File: src/rtl/line_irq_pkg.sv
package line_irq_pkg;

    localparam int THR_W  = 15;
    localparam int CNT_W  = THR_W + 1;
    localparam int REG_W  = 32;
    localparam int A_LSB  = 16;
    localparam int B_LSB  = 0;
    localparam int N_IRQ  = 2;

    typedef logic [THR_W-1:0] thr_t;
    typedef logic [CNT_W-1:0] cnt_t;

    typedef struct packed {
        thr_t a;
        thr_t b;
    } thr_pair_t;

    typedef struct packed {
        logic hs;
        logic vs;
    } sync_ev_t;

    typedef enum logic {
        EDGE_RISE = 1'b0,
        EDGE_FALL = 1'b1
    } edge_pol_e;

    localparam cnt_t CNT_MAX = {CNT_W{1'b1}};

    function automatic thr_pair_t cfg_unpack(input logic [REG_W-1:0] w);
        thr_pair_t p;
        p.a = w[A_LSB +: THR_W];
        p.b = w[B_LSB +: THR_W];
        return p;
    endfunction

    function automatic logic [REG_W-1:0] cfg_pack(input thr_pair_t p);
        logic [REG_W-1:0] w;
        w = '0;
        w[A_LSB +: THR_W] = p.a;
        w[B_LSB +: THR_W] = p.b;
        return w;
    endfunction

endpackage

File: src/rtl/sync_edge_det.sv
module sync_edge_det
    import line_irq_pkg::*;
(
    input  logic      clk,
    input  logic      rst,
    input  logic      sig_in,
    input  edge_pol_e pol,
    output logic      edge_o
);
    logic prev_q;
    logic armed_q;
    logic lvl_now;
    logic lvl_prev;

    always_ff @(posedge clk) begin
        if (rst) begin
            prev_q  <= 1'b0;
            armed_q <= 1'b0;
        end else begin
            prev_q  <= sig_in;
            armed_q <= 1'b1;
        end
    end

    always_comb begin
        lvl_now  = sig_in ^ (pol == EDGE_FALL);
        lvl_prev = prev_q ^ (pol == EDGE_FALL);
        edge_o   = armed_q & lvl_now & ~lvl_prev;
    end
endmodule

File: src/rtl/line_counter.sv
module line_counter
    import line_irq_pkg::*;
(
    input  logic     clk,
    input  logic     rst,
    input  sync_ev_t ev,
    output cnt_t     count_o,
    output logic     step_o
);
    cnt_t count_q;
    logic in_frame_q;

    always_comb begin
        step_o = in_frame_q & ev.hs & ~ev.vs & (count_q != CNT_MAX);
    end

    always_ff @(posedge clk) begin
        if (rst) begin
            count_q    <= '0;
            in_frame_q <= 1'b0;
        end else if (ev.vs) begin
            count_q    <= '0;
            in_frame_q <= 1'b1;
        end else if (step_o) begin
            count_q    <= count_q + cnt_t'(1);
        end
    end

    assign count_o = count_q;
endmodule

File: src/rtl/thresh_regs.sv
module thresh_regs
    import line_irq_pkg::*;
(
    input  logic             clk,
    input  logic             rst,
    input  logic             we,
    input  logic [REG_W-1:0] wdata,
    input  logic             frame_start,
    output logic [REG_W-1:0] rdata,
    output thr_pair_t        active_o
);
    thr_pair_t pend_q;
    thr_pair_t act_q;

    always_ff @(posedge clk) begin
        if (rst) begin
            pend_q <= '0;
            act_q  <= '0;
        end else begin
            if (frame_start) begin
                act_q <= pend_q;
            end
            if (we) begin
                pend_q <= cfg_unpack(wdata);
            end
        end
    end

    assign rdata    = cfg_pack(pend_q);
    assign active_o = act_q;
endmodule

File: src/rtl/line_match.sv
module line_match
    import line_irq_pkg::*;
(
    input  logic clk,
    input  logic rst,
    input  logic step,
    input  cnt_t count,
    input  thr_t thr,
    output logic irq_o
);
    logic irq_q;

    always_ff @(posedge clk) begin
        if (rst) begin
            irq_q <= 1'b0;
        end else begin
            irq_q <= step & (count == cnt_t'(thr));
        end
    end

    assign irq_o = irq_q;
endmodule

File: src/rtl/line_irq_gen.sv
module line_irq_gen
    import line_irq_pkg::*;
(
    input  logic        clk,
    input  logic        rst,
    input  logic        hsync_in,
    input  logic        vsync_in,
    input  logic        hsync_fall,
    input  logic        vsync_fall,
    input  logic        cfg_we,
    input  logic [31:0] cfg_wdata,
    output logic [31:0] cfg_rdata,
    output logic        irq_a,
    output logic        irq_b,
    output logic [15:0] line_count
);
    sync_ev_t  ev;
    logic      hs_edge;
    logic      vs_edge;
    logic      step;
    cnt_t      count;
    thr_pair_t thr_act;
    thr_t      thr_vec [N_IRQ];
    logic      irq_vec [N_IRQ];
    thr_t      thr_act_a;
    thr_t      thr_act_b;

    sync_edge_det u_hs_det (
        .clk    (clk),
        .rst    (rst),
        .sig_in (hsync_in),
        .pol    (edge_pol_e'(hsync_fall)),
        .edge_o (hs_edge)
    );

    sync_edge_det u_vs_det (
        .clk    (clk),
        .rst    (rst),
        .sig_in (vsync_in),
        .pol    (edge_pol_e'(vsync_fall)),
        .edge_o (vs_edge)
    );

    assign ev.hs = hs_edge;
    assign ev.vs = vs_edge;

    line_counter u_cnt (
        .clk     (clk),
        .rst     (rst),
        .ev      (ev),
        .count_o (count),
        .step_o  (step)
    );

    thresh_regs u_regs (
        .clk         (clk),
        .rst         (rst),
        .we          (cfg_we),
        .wdata       (cfg_wdata),
        .frame_start (vs_edge),
        .rdata       (cfg_rdata),
        .active_o    (thr_act)
    );

    assign thr_act_a  = thr_act.a;
    assign thr_act_b  = thr_act.b;
    assign thr_vec[0] = thr_act_a;
    assign thr_vec[1] = thr_act_b;

    for (genvar ch = 0; ch < N_IRQ; ch++) begin : g_ch
        line_match u_match (
            .clk   (clk),
            .rst   (rst),
            .step  (step),
            .count (count),
            .thr   (thr_vec[ch]),
            .irq_o (irq_vec[ch])
        );
    end

    assign irq_a      = irq_vec[0];
    assign irq_b      = irq_vec[1];
    assign line_count = count;
endmodule

File: config.mk
export PLATFORM = sky130hd
export DESIGN_NAME = line_irq_gen
export DESIGN_NICKNAME = d
export VERILOG_FILES = /design/src/rtl/line_irq_pkg.sv /design/src/rtl/sync_edge_det.sv /design/src/rtl/line_counter.sv /design/src/rtl/thresh_regs.sv /design/src/rtl/line_match.sv /design/src/rtl/line_irq_gen.sv
export SDC_FILE = /design/constraint.sdc
export NUM_CORES = 1
export LEC_CHECK = 0
export ABC_AREA = 1
export BUFFER_PORTS_ARGS = -buffer_cell sky130_fd_sc_hd__buf_4
export CORE_MARGIN = 4
export CORE_UTILIZATION = 25
export CTS_CLUSTER_SIZE = 40
export DETAILED_ROUTE_END_ITERATION = 10
export HOLD_SLACK_MARGIN = 0.03
export PLACE_DENSITY = 0.53
export SLEW_MARGIN = 20
export SYNTH_ARGS = -nofsm -noshare
export SYNTH_HDL_FRONTEND = slang
export SYNTH_HIERARCHICAL = 1
export SYNTH_SLANG_ARGS = --single-unit
File: constraint.sdc
create_clock -name clk -period 2 [get_ports clk]
set_input_delay 0.4 -clock clk [delete_from_list [all_inputs] [get_ports clk]]
set_output_delay 0.4 -clock clk [all_outputs]
set_load 0.02 [all_outputs]
==> out/qor.yml <==
timing:
  fin_crit_ps: 1570
  drv_slew: 0
  grt_setup_unrepaired: "false"
  tightest_slew_ps: 580
  period_share: 0.787
  fmax_mhz: 635
  hold_viol: 0
  max_slew_margin: 0.614
  fin_setup_tns_ps: 0
  setup_viol: 0
  finClkSkew_ps: 8.91
pwr:
  power_density_nw_per_um2: 770
  power.internal_mw: 3.15
  p_leak_nw: 2.62
  pwr-share-comb: 0.131
  pwr-share-clk: 0.438
  p_sw_frac: 0.252
  p_sw_mw: 1.06
  sequentialPowerShare: 0.431
  ir_drop_mv: 0.462
global_routing:
  grt_pass1_vias: 3595
  grt_use_met2: 0.172
  track_usage: 0.113
  antenna_found_initial: 0
  met3_usage: 0.0321
  grt_busiest_layer: "met2"
  grt_use_met1: 0.155
  grt_max_degree: 63
  grt_pass1_wl_um: 17700
  gr-total-overflow: 0
place:
  routabilityCongestion: 0.836
  place_inst: 964
  dpl-instance-area_um2: 5140
  io_buffers: 84
  place_hpwl_um: 7710
hold_path:
  hold_class: "input pin to flop"
  hp-start: "hsync_in"
synthesis:
  synth_seq_area_share: 0.390
  ys.flop_type: "dfxtp_1"
  yosys.area.top_type_share: 0.390
  syn_inst: 661
  synth_seq_cells: 83
  syn_avg_cell_area_um2: 6.44
  synthesis.area_um2: 4260
  synth_edf_count: 0
  synth_most_common_cell: "nand2_1"
  synthTopCellsByArea: "dfxtp_1, nand2_1, nor2_1"
  ys_types: 21
  async_flop_share: 0
  post-synth-top-area-cell: "dfxtp_1"
  ys_warn_count: 6
  ys_top_cells_by_count: "nand2_1, nor2_1, inv_1, dfxtp_1, xnor2_1"
finish:
  stdcell_count: 980
  antenna-diode-count: 0
  drive_gt1_frac: 0.200
  nNetsFinal: 795
  fin_util: 0.329
  area_growth_syn_to_layout_pct: 28.5
  final_area_um2: 5470
clock_network:
  cts.htree.levels: 3
  cts_num_sinks: 83
  numCtsBuffers: 9
  cts_tree: "done"
  path_clk_slew_ps: 70
  post-cts-setup-buffers: 0
  clk_latency_ps: 340
  cts-root-buf: "clkbuf_16"
  clockBufferDepth: 2
  ctsResizeCount: 0
  hold_buffers: 0
floorplan:
  num_rows: 47
  die_area_um2: 19200
  die_h_um: 138
  ios: 89
  start_util: 0.256
  core_um2: 16600
  die_w_um: 138
route:
  vias_per_cell: 4.03
  antenna_left: 0
  avgRoutedWirePerCell_um: 10.8
  drt_iter0_drc: 199
  drc_errors: 0
  routed_wl_um: 10600
  drt_pre_antenna_iters: 4
  vias: 3950
worst_setup_path:
  arrival_ps: 1810
  path_max_fanout: 8
  critPathCaptureType: "flop"
  crit_path_start_kind: "flop"
  worstSetupPathType: "flop to flop"
  crit_start: "u_cnt/count_o[2]"
  r2r_start: "u_cnt/count_o[2]"
  cp_data_required_time_ps: 2240
outcome:
  status: "finished, final reports clean"
run:
  cap_violations: 0
-- sequential cells by signal (all words and copies together) (netlist names) --
register            flops
u_cnt/in_frame_q        1
u_regs/active_o        30
u_hs_det/armed_q        1
u_cnt/count_o          16
u_vs_det/armed_q        1
u_regs/rdata           30
g_ch.u_match/irq_o      2
u_vs_det/prev_q         1
u_hs_det/prev_q         1
-- layer usage --
metal / wire length (um) / vias to the layer above
met3: 456 / 8
met5: 0 / -
li1: - / 2115
met1: 5400 / 1758
met2: 4660 / 69
met4: 119 / 0
-- power by group through the flow --
stage / registers (mW) / clock network [mW] / logic [mW]
5_1_grt: 1.83 / 1.98 / 0.630
6_report: 1.81 / 1.85 / 0.552
3_5_place_dp: 1.85 / 0 / 0.560
2_1_floorplan: 1.88 / 0 / 0.347
3_3_place_gp: 1.85 / 0 / 0.555
4_1_cts: 1.82 / 1.90 / 0.563
-- worst max-delay path, stage by stage, from the launching register on --
cell and delay [ps]:
dfxtp_1 510, nand2_1 150, nor2_4 160, nand2_1 70
nor2_1 170, nor2_2 60, nor3b_2 150, nand2_1 60
nor2_1 40, nand2_1 50, nor2_1 40
-- cell families after synthesis --
family,synth area share
buffers and inverters,0.137
AOI/OAI and AO/OA,0.0165
other,0.000881
adders and majority gates,0.00294
DFF,0.390
xor gates and xnor gates,0.0494
and+or+nand+nor,0.403
-- stage by stage --
stage | power (mW) | worst slack [ps] | hold WS [ps]
floorplan | 2.23 | 332 | 440
global placement | 2.41 | 281 | 460
detailed placement | 2.41 | 267 | 472
CTS | 4.28 | 412 | 276
global route | 4.43 | 213 | 292
finish | 4.21 | 426 | 285
-- final timing paths --
check,slack (ps),depth (start not counted),end
max,430,10,g_ch[0].u_match/irq_o
min,290,3,u_hs_det/prev_q
max reg2reg,430,10,g_ch[0].u_match/irq_o
min reg2reg,490,2,u_regs/rdata[21]
-- layout make-up --
| class | instances | area (um2) |
|---|---|---|
| clock buffers | 12 | 256 |
| clock inverters | 4 | 72.6 |
| fillers | 1834 | 11200 |
| inverters | 94 | 353 |
| multi-input cells | 460 | 2020 |
| flip-flops and latches | 83 | 1660 |
| well taps | 220 | 275 |
| repair buffers | 107 | 828 |
-- cell usage in the layout (no fill, tap or decap), types with 2 or more instances in the layout --
cell,instances
conb_1,2
a21oi_1,13
xnor2_1,24
nor2_1,158
nand3_1,21
nor2_2,21
clkbuf_16,9
buf_12,2
inv_1,93
nand2_1,209
buf_4,105
nor2_4,4
clkbuf_8,2
bufinv_16,2
dfxtp_1,83
nor3b_2,2
No activity file was read; power rests on OpenSTA's default activity.
